$ cat src/rtl/casc_irq_pkg.sv
// Shared constants, types and helpers for the cascaded interrupt controller.
// Assumes eight lines per bank and an eight-input master stage.
package casc_irq_pkg;
    localparam int NBANK    = 4;
    localparam int NLINE    = 8;
    localparam int NSRC     = NBANK * NLINE;
    localparam int LW       = $clog2(NLINE);
    localparam int BW       = $clog2(NBANK);
    localparam int SW       = $clog2(NSRC);
    localparam int AW       = 4;
    localparam int EXP_BASE = 7;                 // expansion line n is source n+EXP_BASE
    localparam logic [4:0] EOI_HEAD = 5'b11100;  // upper bits of a specific EOI byte

    typedef logic [NLINE-1:0] line_vec_t;

    // Register addresses
    localparam logic [AW-1:0] ADR_MMASK = 4'd4;
    localparam logic [AW-1:0] ADR_TRIG0 = 4'd5;
    localparam logic [AW-1:0] ADR_TRIG1 = 4'd6;
    localparam logic [AW-1:0] ADR_MCMD  = 4'd12;
    localparam logic [1:0]    PAGE_BMASK = 2'b00;
    localparam logic [1:0]    PAGE_BCMD  = 2'b10;

    // Master input driven by each bank
    function automatic logic [LW-1:0] bank_to_master(input int b);
        case (b)
            0:       return LW'(1);
            1:       return LW'(3);
            2:       return LW'(4);
            default: return LW'(5);
        endcase
    endfunction

    // Positions strictly ahead of the highest-priority in-service bit
    function automatic line_vec_t open_below(input line_vec_t isr);
        line_vec_t r;
        logic blk;
        blk = 1'b0;
        for (int i = 0; i < NLINE; i++) begin
            blk  = blk | isr[i];
            r[i] = ~blk;
        end
        return r;
    endfunction

    // Index of the lowest set bit (0 when empty)
    function automatic logic [LW-1:0] lowest_idx(input line_vec_t v);
        logic [LW-1:0] idx;
        idx = '0;
        for (int i = NLINE - 1; i >= 0; i--) begin
            if (v[i]) idx = LW'(i);
        end
        return idx;
    endfunction
endpackage

$ cat src/rtl/casc_irq_regs.sv
// Register file and command decoder of the interrupt controller.
// Holds bank masks, master mask and the two trigger-mode bytes.
// Decodes specific EOI writes into per-bank and master clear strobes.
// Assumes single-cycle write strobes; there is no read path.
module casc_irq_regs
    import casc_irq_pkg::*;
(
    input  logic                          clk,
    input  logic                          rst_n,
    input  logic                          wr_en_i,
    input  logic [AW-1:0]                 wr_addr_i,
    input  logic [7:0]                    wr_data_i,
    output logic [NBANK-1:0][NLINE-1:0]   bank_mask_o,
    output logic [NLINE-1:0]              mstr_mask_o,
    output logic [NSRC-1:0]               level_map_o,
    output logic [NBANK-1:0]              bank_eoi_o,
    output logic                          mstr_eoi_o,
    output logic [LW-1:0]                 eoi_line_o
);
    logic [7:0] trig_lo_q;
    logic [2:0] trig_hi_q;
    logic       is_eoi;

    // Register writes; bank masks start fully closed
    always_ff @(posedge clk) begin
        if (!rst_n) begin
            bank_mask_o <= '1;
            mstr_mask_o <= '0;
            trig_lo_q   <= '0;
            trig_hi_q   <= '0;
        end else if (wr_en_i) begin
            if (wr_addr_i[AW-1:AW-2] == PAGE_BMASK)
                bank_mask_o[wr_addr_i[BW-1:0]] <= wr_data_i;
            else if (wr_addr_i == ADR_MMASK)
                mstr_mask_o <= wr_data_i;
            else if (wr_addr_i == ADR_TRIG0)
                trig_lo_q <= wr_data_i;
            else if (wr_addr_i == ADR_TRIG1)
                trig_hi_q <= wr_data_i[2:0];
        end
    end

    // Spread the trigger-mode bits onto their source numbers
    always_comb begin
        level_map_o = '0;
        for (int i = 0; i < 5; i++) level_map_o[EXP_BASE + 3 + i] = trig_lo_q[i];
        for (int i = 0; i < 3; i++) level_map_o[EXP_BASE + 9 + i] = trig_lo_q[5 + i];
        level_map_o[EXP_BASE + 12] = trig_hi_q[0];
        level_map_o[EXP_BASE + 14] = trig_hi_q[1];
        level_map_o[EXP_BASE + 15] = trig_hi_q[2];
    end

    // Specific EOI command decode
    assign is_eoi     = wr_en_i && (wr_data_i[7:3] == EOI_HEAD);
    assign eoi_line_o = wr_data_i[LW-1:0];
    assign mstr_eoi_o = is_eoi && (wr_addr_i == ADR_MCMD);

    genvar b;
    generate
        for (b = 0; b < NBANK; b++) begin : g_bcmd
            assign bank_eoi_o[b] = is_eoi && (wr_addr_i[AW-1:AW-2] == PAGE_BCMD)
                                   && (wr_addr_i[BW-1:0] == BW'(b));
        end
    endgenerate
endmodule

$ cat src/rtl/casc_irq_bank.sv
// One slave bank: samples eight lines, latches edges, and tracks in-service lines.
// Resolves the lowest eligible line. Level lines request from their sampled input.
// Edge latches are held at zero while a line is in level mode.
module casc_irq_bank
    import casc_irq_pkg::*;
(
    input  logic            clk,
    input  logic            rst_n,
    input  line_vec_t       src_i,
    input  line_vec_t       level_i,
    input  line_vec_t       mask_i,
    input  logic            grant_i,
    input  logic            eoi_i,
    input  logic [LW-1:0]   eoi_line_i,
    output logic            req_o,
    output logic [LW-1:0]   line_o,
    output line_vec_t       isr_o
);
    line_vec_t src_q, edge_q, pend, cand, gnt_vec, eoi_vec;

    assign pend    = (level_i & src_q) | (~level_i & edge_q);
    assign cand    = pend & ~mask_i & open_below(isr_o);
    assign req_o   = |cand;
    assign line_o  = lowest_idx(cand);
    assign gnt_vec = grant_i ? (line_vec_t'(1) << line_o) : '0;
    assign eoi_vec = eoi_i ? (line_vec_t'(1) << eoi_line_i) : '0;

    // Input sample and edge latch; a grant consumes the latched edge
    always_ff @(posedge clk) begin
        if (!rst_n) begin
            src_q  <= '0;
            edge_q <= '0;
        end else begin
            src_q  <= src_i;
            edge_q <= ~level_i & ((edge_q & ~gnt_vec) | (src_i & ~src_q));
        end
    end

    // In-service tracking: EOI clears, grant sets
    always_ff @(posedge clk) begin
        if (!rst_n) isr_o <= '0;
        else        isr_o <= (isr_o & ~eoi_vec) | gnt_vec;
    end
endmodule

$ cat src/rtl/casc_irq_master.sv
// Master stage: resolves eight request inputs against its mask and in-service bits.
// Assumes its inputs are already registered upstream.
module casc_irq_master
    import casc_irq_pkg::*;
(
    input  logic            clk,
    input  logic            rst_n,
    input  line_vec_t       req_i,
    input  line_vec_t       mask_i,
    input  logic            grant_i,
    input  logic            eoi_i,
    input  logic [LW-1:0]   eoi_line_i,
    output logic            win_o,
    output logic [LW-1:0]   idx_o,
    output line_vec_t       isr_o
);
    line_vec_t cand, gnt_vec, eoi_vec;

    assign cand    = req_i & ~mask_i & open_below(isr_o);
    assign win_o   = |cand;
    assign idx_o   = lowest_idx(cand);
    assign gnt_vec = (grant_i && win_o) ? (line_vec_t'(1) << idx_o) : '0;
    assign eoi_vec = eoi_i ? (line_vec_t'(1) << eoi_line_i) : '0;

    // In-service tracking for master inputs
    always_ff @(posedge clk) begin
        if (!rst_n) isr_o <= '0;
        else        isr_o <= (isr_o & ~eoi_vec) | gnt_vec;
    end
endmodule

$ cat src/rtl/casc_irq_ctrl.sv
// Top of the cascaded interrupt controller: four banks on irregular master inputs,
// plus the external chipset line on master input 0.
// Outputs follow registered state combinationally.
// ack_i is honoured only while irq_o is high.
module casc_irq_ctrl
    import casc_irq_pkg::*;
(
    input  logic             clk,
    input  logic             rst_n,
    input  logic [31:0]      src_i,
    input  logic             chip_irq_i,
    input  logic             wr_en_i,
    input  logic [3:0]       wr_addr_i,
    input  logic [7:0]       wr_data_i,
    input  logic             ack_i,
    output logic             irq_o,
    output logic             ext_o,
    output logic [4:0]       vec_o
);
    logic [NBANK-1:0][NLINE-1:0] bank_mask;
    logic [NLINE-1:0]            mstr_mask;
    logic [NSRC-1:0]             level_map;
    logic [NBANK-1:0]            bank_eoi;
    logic                        mstr_eoi;
    logic [LW-1:0]               eoi_line;
    logic [NBANK-1:0]            bank_req;
    logic [NBANK-1:0][LW-1:0]    bank_line;
    logic [NBANK-1:0][NLINE-1:0] bank_isr;
    logic [NBANK-1:0]            bank_gnt;
    line_vec_t                   m_req, m_isr;
    logic                        m_win;
    logic [LW-1:0]               m_idx;
    logic                        chip_q;
    logic                        grant_ok;
    logic                        hit;
    logic [BW-1:0]               win_bank;

    casc_irq_regs u_regs (
        .clk         (clk),
        .rst_n       (rst_n),
        .wr_en_i     (wr_en_i),
        .wr_addr_i   (wr_addr_i),
        .wr_data_i   (wr_data_i),
        .bank_mask_o (bank_mask),
        .mstr_mask_o (mstr_mask),
        .level_map_o (level_map),
        .bank_eoi_o  (bank_eoi),
        .mstr_eoi_o  (mstr_eoi),
        .eoi_line_o  (eoi_line)
    );

    genvar b;
    generate
        for (b = 0; b < NBANK; b++) begin : g_bank
            casc_irq_bank u_bank (
                .clk        (clk),
                .rst_n      (rst_n),
                .src_i      (src_i[b*NLINE +: NLINE]),
                .level_i    (level_map[b*NLINE +: NLINE]),
                .mask_i     (bank_mask[b]),
                .grant_i    (bank_gnt[b]),
                .eoi_i      (bank_eoi[b]),
                .eoi_line_i (eoi_line),
                .req_o      (bank_req[b]),
                .line_o     (bank_line[b]),
                .isr_o      (bank_isr[b])
            );
        end
    endgenerate

    // Sample the external chipset line as a level
    always_ff @(posedge clk) begin
        if (!rst_n) chip_q <= 1'b0;
        else        chip_q <= chip_irq_i;
    end

    // Route bank requests onto their master inputs
    always_comb begin
        m_req    = '0;
        m_req[0] = chip_q;
        for (int i = 0; i < NBANK; i++) m_req[bank_to_master(i)] = bank_req[i];
    end

    casc_irq_master u_master (
        .clk        (clk),
        .rst_n      (rst_n),
        .req_i      (m_req),
        .mask_i     (mstr_mask),
        .grant_i    (grant_ok),
        .eoi_i      (mstr_eoi),
        .eoi_line_i (eoi_line),
        .win_o      (m_win),
        .idx_o      (m_idx),
        .isr_o      (m_isr)
    );

    // Map the winning master input back to its bank
    always_comb begin
        hit      = 1'b0;
        win_bank = '0;
        for (int i = 0; i < NBANK; i++) begin
            if (m_idx == bank_to_master(i)) begin
                hit      = 1'b1;
                win_bank = BW'(i);
            end
        end
    end

    // Grant steering and output formation
    assign grant_ok = ack_i && m_win;
    always_comb begin
        for (int i = 0; i < NBANK; i++)
            bank_gnt[i] = grant_ok && hit && (win_bank == BW'(i));
    end

    assign irq_o = m_win;
    assign ext_o = m_win && (m_idx == '0);
    assign vec_o = (m_win && hit) ? {win_bank, bank_line[win_bank]} : '0;
endmodule

$ cat config.mk
export PLATFORM = sky130hd
export DESIGN_NAME = casc_irq_ctrl
export DESIGN_NICKNAME = d
export VERILOG_FILES = /design/src/rtl/casc_irq_pkg.sv /design/src/rtl/casc_irq_regs.sv /design/src/rtl/casc_irq_bank.sv /design/src/rtl/casc_irq_master.sv /design/src/rtl/casc_irq_ctrl.sv
export SDC_FILE = /design/constraint.sdc
export NUM_CORES = 1
export LEC_CHECK = 0
export BUFFER_PORTS_ARGS = -buffer_cell sky130_fd_sc_hd__buf_2
export CAP_MARGIN = 25
export CORE_AREA = 2 2 143 145
export DETAILED_ROUTE_END_ITERATION = 12
export DIE_AREA = 0 0 145 147
export PLACE_DENSITY = 0.51
export SETUP_SLACK_MARGIN = 0.02
export SYNTH_ARGS = -nofsm -noshare
export SYNTH_HDL_FRONTEND = slang
export SYNTH_SLANG_ARGS = --single-unit
$ cat constraint.sdc
create_clock -name clk -period 3 [get_ports clk]
set_input_delay 0.3 -clock clk [delete_from_list [all_inputs] [get_ports clk]]
set_output_delay 0.3 -clock clk [all_outputs]
set_load 0.03 [all_outputs]
==> results by group, run 1 <==
Run status
  • Run status: complete, but fails checks
  • Violations in the final reports: negative setup slack

Synth
  • Fraction of registers with async set or reset after synthesis: 0
  • Number of flops mapped to enable cells by yosys: 0
  • Main flop type after synthesis: dfxtp_1
  • Post-Syn Nets: 810
  • Post-synthesis register bit count: 151
  • Warning count from the yosys run: 0
  • Mapped Area: 0.006769 mm^2
  • Seq/Total Area, Yosys: 0.4466
  • Post-synthesis cell type count: 66
  • Post-synthesis area per instance: 8.895 um^2
  • Cell count after synthesis: 761

Drt
  • Wirelength, routed: 20070 um
  • Via total after detailed routing: 5805
  • Drt first pass iters: 4
  • Initial DRC count: between 400 and 500
  • Per-cell via count in the routed design: 5.030
  • Remaining antenna violation count after routing: 0
  • Average wire per cell in the routed design: 17.39 um
  • Post-detailed-route DRC marker count: 0

Critical path
  • CP Cell Sequence: or4_4 -> or3b_4 -> nor3b_4 -> a21boi_2 -> or4b_4 -> a21oi_2 -> nor3_2 -> a21oi_2 -> buf_6
  • Critical setup path kind: flop to output port
  • Most common cell type on the critical path: a21oi_2
  • Path length in cells of the critical path: 9
  • Count of cells along the worst register-to-register path: 10
  • Required arrival time at the worst endpoint: between 2 and 3 ns
  • Element type at the critical path start: flop
  • WP data arrival: 3.11 ns
  • Destination of the worst register-to-register timing path: g_bank[2].u_bank.edge_q[5]
  • Reg2reg start: g_bank[2].u_bank.isr_o[3]
  • Critical path capture point type: output port
  • Worst setup slack for register-to-register paths: 0.16 ns
  • Crit path largest cell delay: 0.53 ns
  • Crit path max fanout: 3
  • Buffers and inverters on the worst path: 1
  • Top cell family by delay on the critical path: simple AND/OR/NAND/NOR gates
  • Slowest library cell on the worst path: or4_4

Cells and area
  • Number of inserted filler cells in the final layout: 1999
  • Non-filler instance count after layout: 1154
  • Final Net Count: 920
  • Fin util: 0.4326
  • Leading cell type in the layout, fill and taps excluded: dfxtp_1
  • Multi-input gate area in the final layout: roughly 0.0037 mm^2
  • Antenna diodes: 0
  • Fraction of final layout cells with drive strength greater than 1: 0.2353
  • Most frequent cells in the layout: dfxtp_1, nand2_1, o21ai_0, buf_4, nor2b_1
  • Total area of sequential cells: between 0.003 and 0.004 mm^2
  • Synthesis-to-finish area growth: 26.82%

STA
  • Max Fclk: approximately 300 MHz
  • Final setup violation count: 5
  • Worst Hold Slack: 0.06488 ns
  • Share of the clock period used by the worst path: 1.137
  • Transition time at the pin with the least slew margin: 0.6514 ns
  • Clock skew after layout: 0.01317 ns
  • Minimum period implied by the final worst setup slack: 3.412 ns
  • Count of endpoints failing hold in the final timing report: 0
  • Max Transition Viols Final: 0
  • Final critical-path setup slack: -0.4117 ns
  • Setup repair after global routing missed its margin: true
  • Worst slew margin relative to its limit: 0.5612

Placed design
  • Input/output buffers: 55
  • Routability cong.: 0.8655
  • Half-perimeter wire length after detailed placement: 14180 um
  • Number of cells after detailed placement: 1119

Clock tree
  • Number of H-tree branching levels: 4
  • Number of buffers added by the clock tree synthesis step: 17
  • Clock root buffer: clkbuf_16
  • Clock transition at the registers of the reported paths: ~0.060 ns
  • Clock latency on the worst-skew pair: 0.43 ns
  • Bufs on Longest Clock Path: 2
  • Number of sinks driven by the clock tree: between 150 and 200
  • CTS tree: built

Floorplanning
  • Placeable Area: 0.01984 mm^2
  • Die height: 147 um
  • Count of standard-cell rows: 52
  • Initial Util: 0.3411
  • Chip width: 145 um
  • DIE AREA: 0.02132 mm^2
  • I/O pin count: 56

Global route
  • Most used routing layer: met2
  • GRT Residual Overflow: 0
  • Via count of the first global-routing pass: 5849
  • Met1 GRT Util: 0.2632
  • Met2 GRT Util: 0.3160
  • Initial antenna violation count: 0
  • M3 GR Usage: 0.03758
  • Total global-route track usage: 0.1943
  • First-pass GRT wire length: 32130 um
  • Largest net degree at the start of global routing: 60

Run
  • Maxcap violations: 0

Min path
  • Worst Hold Class: input port to flop
  • Hold_sp: src_i[8]
  • Number of cells on the worst hold path: 3
  • Worst hold path endpoint: g_bank[1].u_bank.src_q[0]

Power and ir drop
  • Gate power share: 0.104
  • Int Pwr: roughly 3.6 mW
  • Flop pwr share: 0.445
  • Maximum ir drop on the vdd rail: 0.0003143 V
  • Net switching power of the design: 1.167 mW
  • Areal power density over the cells: between 500 and 600 mW/mm^2
  • Leakage power: approximately 3.5 nW
  • Switching portion of total power: 0.2449
  • Post-layout total power: 4.764 mW
  • Clock share of power: 0.451
-- per-layer routing --
metal,vias to the layer above,wire length [um],share of wire
li1,2915,-,-
met1,2784,9769,0.49
met2,84,9340,0.47
met3,22,651,0.032
met4,0,311,0.015
met5,-,0,0
-- sequential cells by signal, summed over array words and instances (netlist names) --
signal                count
u_regs.trig_lo_q          8
g_bank.u_bank.src_q      32
u_regs.bank_mask_o       32
u_master.isr_o            6
g_bank.u_bank.edge_q     32
g_bank.u_bank.isr_o      32
u_regs.trig_hi_q          3
chip_q                    1
u_regs.mstr_mask_o        5
-- cell usage after synthesis, drive strengths merged, types with 2 or more instances --
library cell,number,share of area
a211oi,2,0.0030
a21boi,31,0.034
a21oi,30,0.023
a31o,11,0.014
a31oi,3,0.0028
a41o,3,0.0044
and2,37,0.034
and3,5,0.0046
and3b,2,0.0026
buf,2,0.0013
clkbuf,25,0.014
dfxtp,151,0.45
inv,15,0.0083
mux2,3,0.0055
mux2i,44,0.065
nand2,94,0.052
nand2b,23,0.021
nand3,34,0.026
nand3b,6,0.0067
nand4,6,0.0055
nor2,29,0.016
nor2b,52,0.048
nor3,14,0.012
nor3b,10,0.011
nor4,7,0.0074
nor4b,4,0.0052
nor4bb,3,0.0044
o21a,4,0.0044
o21ai,58,0.043
o22ai,2,0.0018
or3,10,0.010
or3b,7,0.0091
or4,10,0.012
or4b,5,0.0074
-- metrics by stage --
step                setup TNS (ns)  setup WS [ns]  area [um^2]
floorplan                  -0.3281        -0.1300         6813
global placement           -0.4759        -0.1663         7826
detailed placement         -0.4722        -0.1690         7826
CTS                         -1.381        -0.3963         8538
global route                -1.957        -0.4926         8584
finish                      -1.487        -0.4117         8584
-- cells by family after synthesis --
logic type | after synthesis | share of synthesized area
AOI/OAI and AO/OA | 159 | 0.1573
buffers and inverters | 42 | 0.02347
DFF | 151 | 0.4466
muxes | 47 | 0.07061
and+or+nand+nor | 362 | 0.3020
-- power by group through the flow --
stage | Clock, mW | Combinational, mW | Sequential, mW
after CTS | 2.20 | 0.491 | 2.12
after global routing | 2.28 | 0.537 | 2.13
after detailed placement | 0 | 0.465 | 2.16
after global placement | 0 | 0.464 | 2.16
final | 2.15 | 0.494 | 2.12
after floorplan | 0 | 0.267 | 2.15
-- layout make-up --
class / count / area share
multi-input cells: 568 / 0.4335
flip-flops and latches: 151 / 0.3523
repair buffers: 118 / 0.09940
clock buffers: 21 / 0.05480
well taps: 270 / 0.03935
clock inverters: 11 / 0.01414
inverters: 15 / 0.006559
-- how the worst max path moves through the flow --
stage / slack [ns] / startpoint / end
final: -0.41 / g_bank[3].u_bank.isr_o[0] / vec_o[0]
after global routing: -0.49 / g_bank[3].u_bank.isr_o[0] / vec_o[2]
after CTS: -0.40 / g_bank[2].u_bank.isr_o[3] / vec_o[2]
after detailed placement: -0.17 / g_bank[3].u_bank.isr_o[0] / vec_o[1]
after global placement: -0.17 / g_bank[3].u_bank.isr_o[0] / vec_o[1]
after floorplan: -0.13 / g_bank[2].u_bank.isr_o[3] / vec_o[2]
-- worst min-delay path, stage by stage --
cell and delay, ns:
buf_2 0.07, nand2_1 0.05, inv_1 0.04
-- timing repair --
item	in CTS	in global routing
setup endpoints to repair	6	10
pin swaps	12	5
hold buffers	0	0
gates resized for setup	31	8
setup buffers	1	2
(Power assumes the default switching activity.)
==> run 2, diff against run 1 <==
- CORE_AREA: 2 2 143 145 -> 2 2 158 160
- CTS_BUF_LIST: default -> sky130_fd_sc_hd__clkbuf_8 sky130_fd_sc_hd__clkbuf_16
- DIE_AREA: 0 0 145 147 -> 0 0 160 162
- PLACE_DENSITY: 0.51 -> 0.5
- SYNTH_HIERARCHICAL: default -> 1
==> results by group, run 2 <==
Global route
  • Via count of the first global-routing pass: 7170 (+23%)
  • Largest net degree at the start of global routing: 94 (+57%)
  • Initial antenna violation count: 0 (unchanged)
  • First-pass GRT wire length: 39900 um (+24%)
  • Total global-route track usage: 0.1993 (+0.004987)
  • GRT Residual Overflow: 0 (unchanged)

Clock tree
  • Number of H-tree branching levels: 4 (unchanged)
  • Clock latency on the worst-skew pair: 0.43 ns (about the same)
  • Bufs on Longest Clock Path: 2 (unchanged)
  • Number of sinks driven by the clock tree: 156 (+3.3%)
  • Clock root buffer: clkbuf_16
  • Number of buffers added by the clock tree synthesis step: 17 (unchanged)
  • CTS tree: built
  • Clock transition at the registers of the reported paths: 0.07 ns (about the same)

Run status
  • Run status: complete, but fails checks
  • Violations in the final reports: negative setup slack

STA
  • Clock skew after layout: 0.007724 ns (-0.005448 ns)
  • Minimum period implied by the final worst setup slack: 3.508 ns (+0.09675 ns)
  • Worst Hold Slack: 0.06599 ns (+0.001108 ns)
  • Worst slew margin relative to its limit: 0.3734 (-0.1878)
  • Transition time at the pin with the least slew margin: 0.9380 ns (+0.2866 ns)
  • Final setup violation count: 71 (+66)
  • Max Fclk: 285.0 MHz (-2.8%)
  • Count of endpoints failing hold in the final timing report: 0 (unchanged)
  • Final critical-path setup slack: -0.5085 ns (-0.09675 ns)
  • Setup repair after global routing missed its margin: true
  • Max Transition Viols Final: 0 (unchanged)
  • Share of the clock period used by the worst path: 1.169 (+0.03225)

Cells and area
  • Leading cell type in the layout, fill and taps excluded: dfxtp_1
  • Antenna diodes: 0 (unchanged)
  • Synthesis-to-finish area growth: 36.77%
  • Fraction of final layout cells with drive strength greater than 1: 0.3483 (+0.1130)
  • Most frequent cells in the layout: dfxtp_1, buf_4, mux2i_1
  • Non-filler instance count after layout: 1392 (+21%)
  • Final Net Count: 1104 (+20%)

Synth
  • Main combinational cell family by area after synthesis: simple AND/OR/NAND/NOR gates
  • Share of Yosys cell area claimed by the top area cell type: 0.3753 (-0.07124)
  • Post-synthesis register bit count: 156 (+3.3%)
  • Cells taking the most area after synthesis: dfxtp_1, mux2i_1, nor2b_1
  • Cell types with the highest counts after synthesis: dfxtp_1, mux2i_1, nor2b_1
  • Seq/Total Area, Yosys: 0.3753 (-0.07124)
  • Warning count from the yosys run: 6 (+6)
  • Adder and majority cell fraction of the synthesized area: 0 (unchanged)
  • Cell count after synthesis: 888 (+17%)
  • Mapped Area: 0.008320 mm^2 (+23%)
  • Number of flops mapped to enable cells by yosys: 0 (unchanged)
  • Post-synthesis simple-gate area fraction: 0.2750 (-0.02700)
  • Post-synthesis area per instance: 9.370 um^2 (+5.3%)
  • Share of the synthesized area in compound gates (AO/OA/AOI/OAI): 0.1944 (+0.03713)
  • Main flop type after synthesis: dfxtp_1
  • Mux contribution to synthesized area: 0.1083 (+0.03766)
  • Fraction of registers with async set or reset after synthesis: 0 (unchanged)
  • Post-synthesis cell type with the largest combined area: dfxtp_1
  • Post-synthesis cell type count: 72 (+9.1%)
  • Dominant cell by count in the synthesized netlist: dfxtp_1
  • Xor and xnor fraction of the mapped netlist area: 0.001053 (+0.001053)

Drt
  • Remaining antenna violation count after routing: 0 (unchanged)
  • Post-detailed-route DRC marker count: 0 (unchanged)
  • Average wire per cell in the routed design: 18.25 um (+4.9%)
  • Drt first pass iters: 4 (unchanged)
  • Per-cell via count in the routed design: 5.175 (+2.9%)
  • Via total after detailed routing: 7204 (+24%)
  • Wirelength, routed: 25410 um (+27%)
  • Initial DRC count: 406 (-18%)

Floorplanning
  • DIE AREA: 0.02592 mm^2 (+22%)
  • Chip width: 160 um (+10%)
  • Initial Util: 0.3452 (+0.004058)
  • I/O pin count: 56 (unchanged)
  • Die height: 162 um (+10%)
  • Placeable Area: 0.02411 mm^2 (+21%)
  • Count of standard-cell rows: 57 (+9.6%)

Min path
  • Number of cells on the worst hold path: 2 (-1)
  • Worst Hold Class: input port to flop
  • Hold_sp: chip_irq_i
  • Worst hold path endpoint: chip_q

Placed design
  • Routability cong.: 0.8609 (-0.53%)
  • Half-perimeter wire length after detailed placement: 18160 um (+28%)
  • Input/output buffers: 55 (unchanged)
  • Number of cells after detailed placement: 1337 (+19%)

Critical path
  • Worst setup slack for register-to-register paths: -0.41 ns (-0.57 ns)
  • Element type at the critical path start: flop
  • Required arrival time at the worst endpoint: 2.70 ns (about the same)
  • CP startpoint: g_bank[1].u_bank/isr_o[2]
  • Count of cells along the worst register-to-register path: 13 (+3)
  • Critical setup path kind: flop to output port
  • Crit path max fanout: 5 (+2)
  • WP data arrival: 3.21 ns (+0.10 ns)
  • Destination of the worst register-to-register timing path: g_bank[3].u_bank/edge_q[5]
  • Reg2reg start: g_bank[0].u_bank/isr_o[2]
  • Critical path capture point type: output port

Power and ir drop
  • Maximum ir drop on the vdd rail: 0.0003140 V (-0.10%)
  • Leakage power: 4.520 nW (+30%)
  • Areal power density over the cells: 470.7 mW/mm^2 (-15%)

Run
  • Maxcap violations: 0 (unchanged)
[run 2: routing by layer]
metal  track usage  wire [um]  vias to the layer above  share of wire
met5             0          0                        -              0
met2        0.3164      11650                      124           0.46
met4       0.06429        509                        0          0.020
met3       0.03677        826                       28          0.033
li1              -          -                     3605              -
met1        0.2747      12420                     3447           0.49
[run 2: logic make-up (layout without fill, tap and decap cells)]
family | after synthesis | count (layout)
buffers and inverters | 60 | 217
other | 2 | 25
AND/OR/NAND/NOR | 369 | 369
XOR/XNOR | 1 | 1
flip-flops | 156 | 156
AO/OA/AOI/OAI | 211 | 211
multiplexers | 89 | 89
[run 2: worst max path at each step]
stage / to / slack, ns / depth (start not counted)
final: vec_o[2] / -0.51 / 11
after global routing: vec_o[2] / -0.66 / 12
after CTS: vec_o[2] / -0.51 / 11
after detailed placement: vec_o[2] / -0.27 / 10
after global placement: vec_o[2] / -0.27 / 10
after floorplan: g_bank[3].u_bank/edge_q[5] / -0.15 / 12
[run 2: critical path, stage by stage, from the launching register on]
cell and delay (ns):
dfxtp_4 0.36, or4_4 0.53, o32a_4 0.34, nand3_2 0.08
inv_2 0.06, nor3_4 0.21, nor2_2 0.07, a221oi_4 0.35
buf_4 0.20, mux2i_1 0.29, o22ai_4 0.14, buf_6 0.15
[run 2: metrics by stage]
step	area [um^2]	TNS [ns]	worst slack [ns]	utilization	power (mW)
detailed placement	9981	-10.16	-0.2707	0.4140	2.924
finish	11380	-19.80	-0.5085	0.4721	5.357
global placement	9981	-9.098	-0.2733	0.4140	2.926
global route	11380	-29.15	-0.6601	0.4721	5.568
CTS	11070	-18.76	-0.5141	0.4593	5.369
floorplan	8855	-1.282	-0.1546	-	2.696
[run 2: layout make-up]
| cell class | count | area [um^2] |
|---|---|---|
| Inverter | 8 | 35.03 |
| Clock buffer | 17 | 425.4 |
| Fill cell | 2331 | 12730 |
| Sequential cell | 156 | 3131 |
| Multi-Input combinational cell | 695 | 5812 |
| Tap cell | 324 | 405.4 |
| Timing Repair Buffer | 177 | 1374 |
| Clock inverter | 15 | 197.7 |
[run 2: timing repair]
| action | in CTS | in global routing |
|---|---|---|
| pin swaps | 32 | 38 |
| endpoints found under the setup margin | 71 | 71 |
| gates resized for setup | 79 | 60 |
| hold buffers | 0 | 0 |
| buffers inserted | 16 | 14 |
[run 2: report_power, final]
part | internal [mW] | switching, mW
Combinational | 0.416 | 0.450
Sequential | 2.14 | 0.0407
Clock | 1.39 | 0.916
Total | 3.95 | 1.41
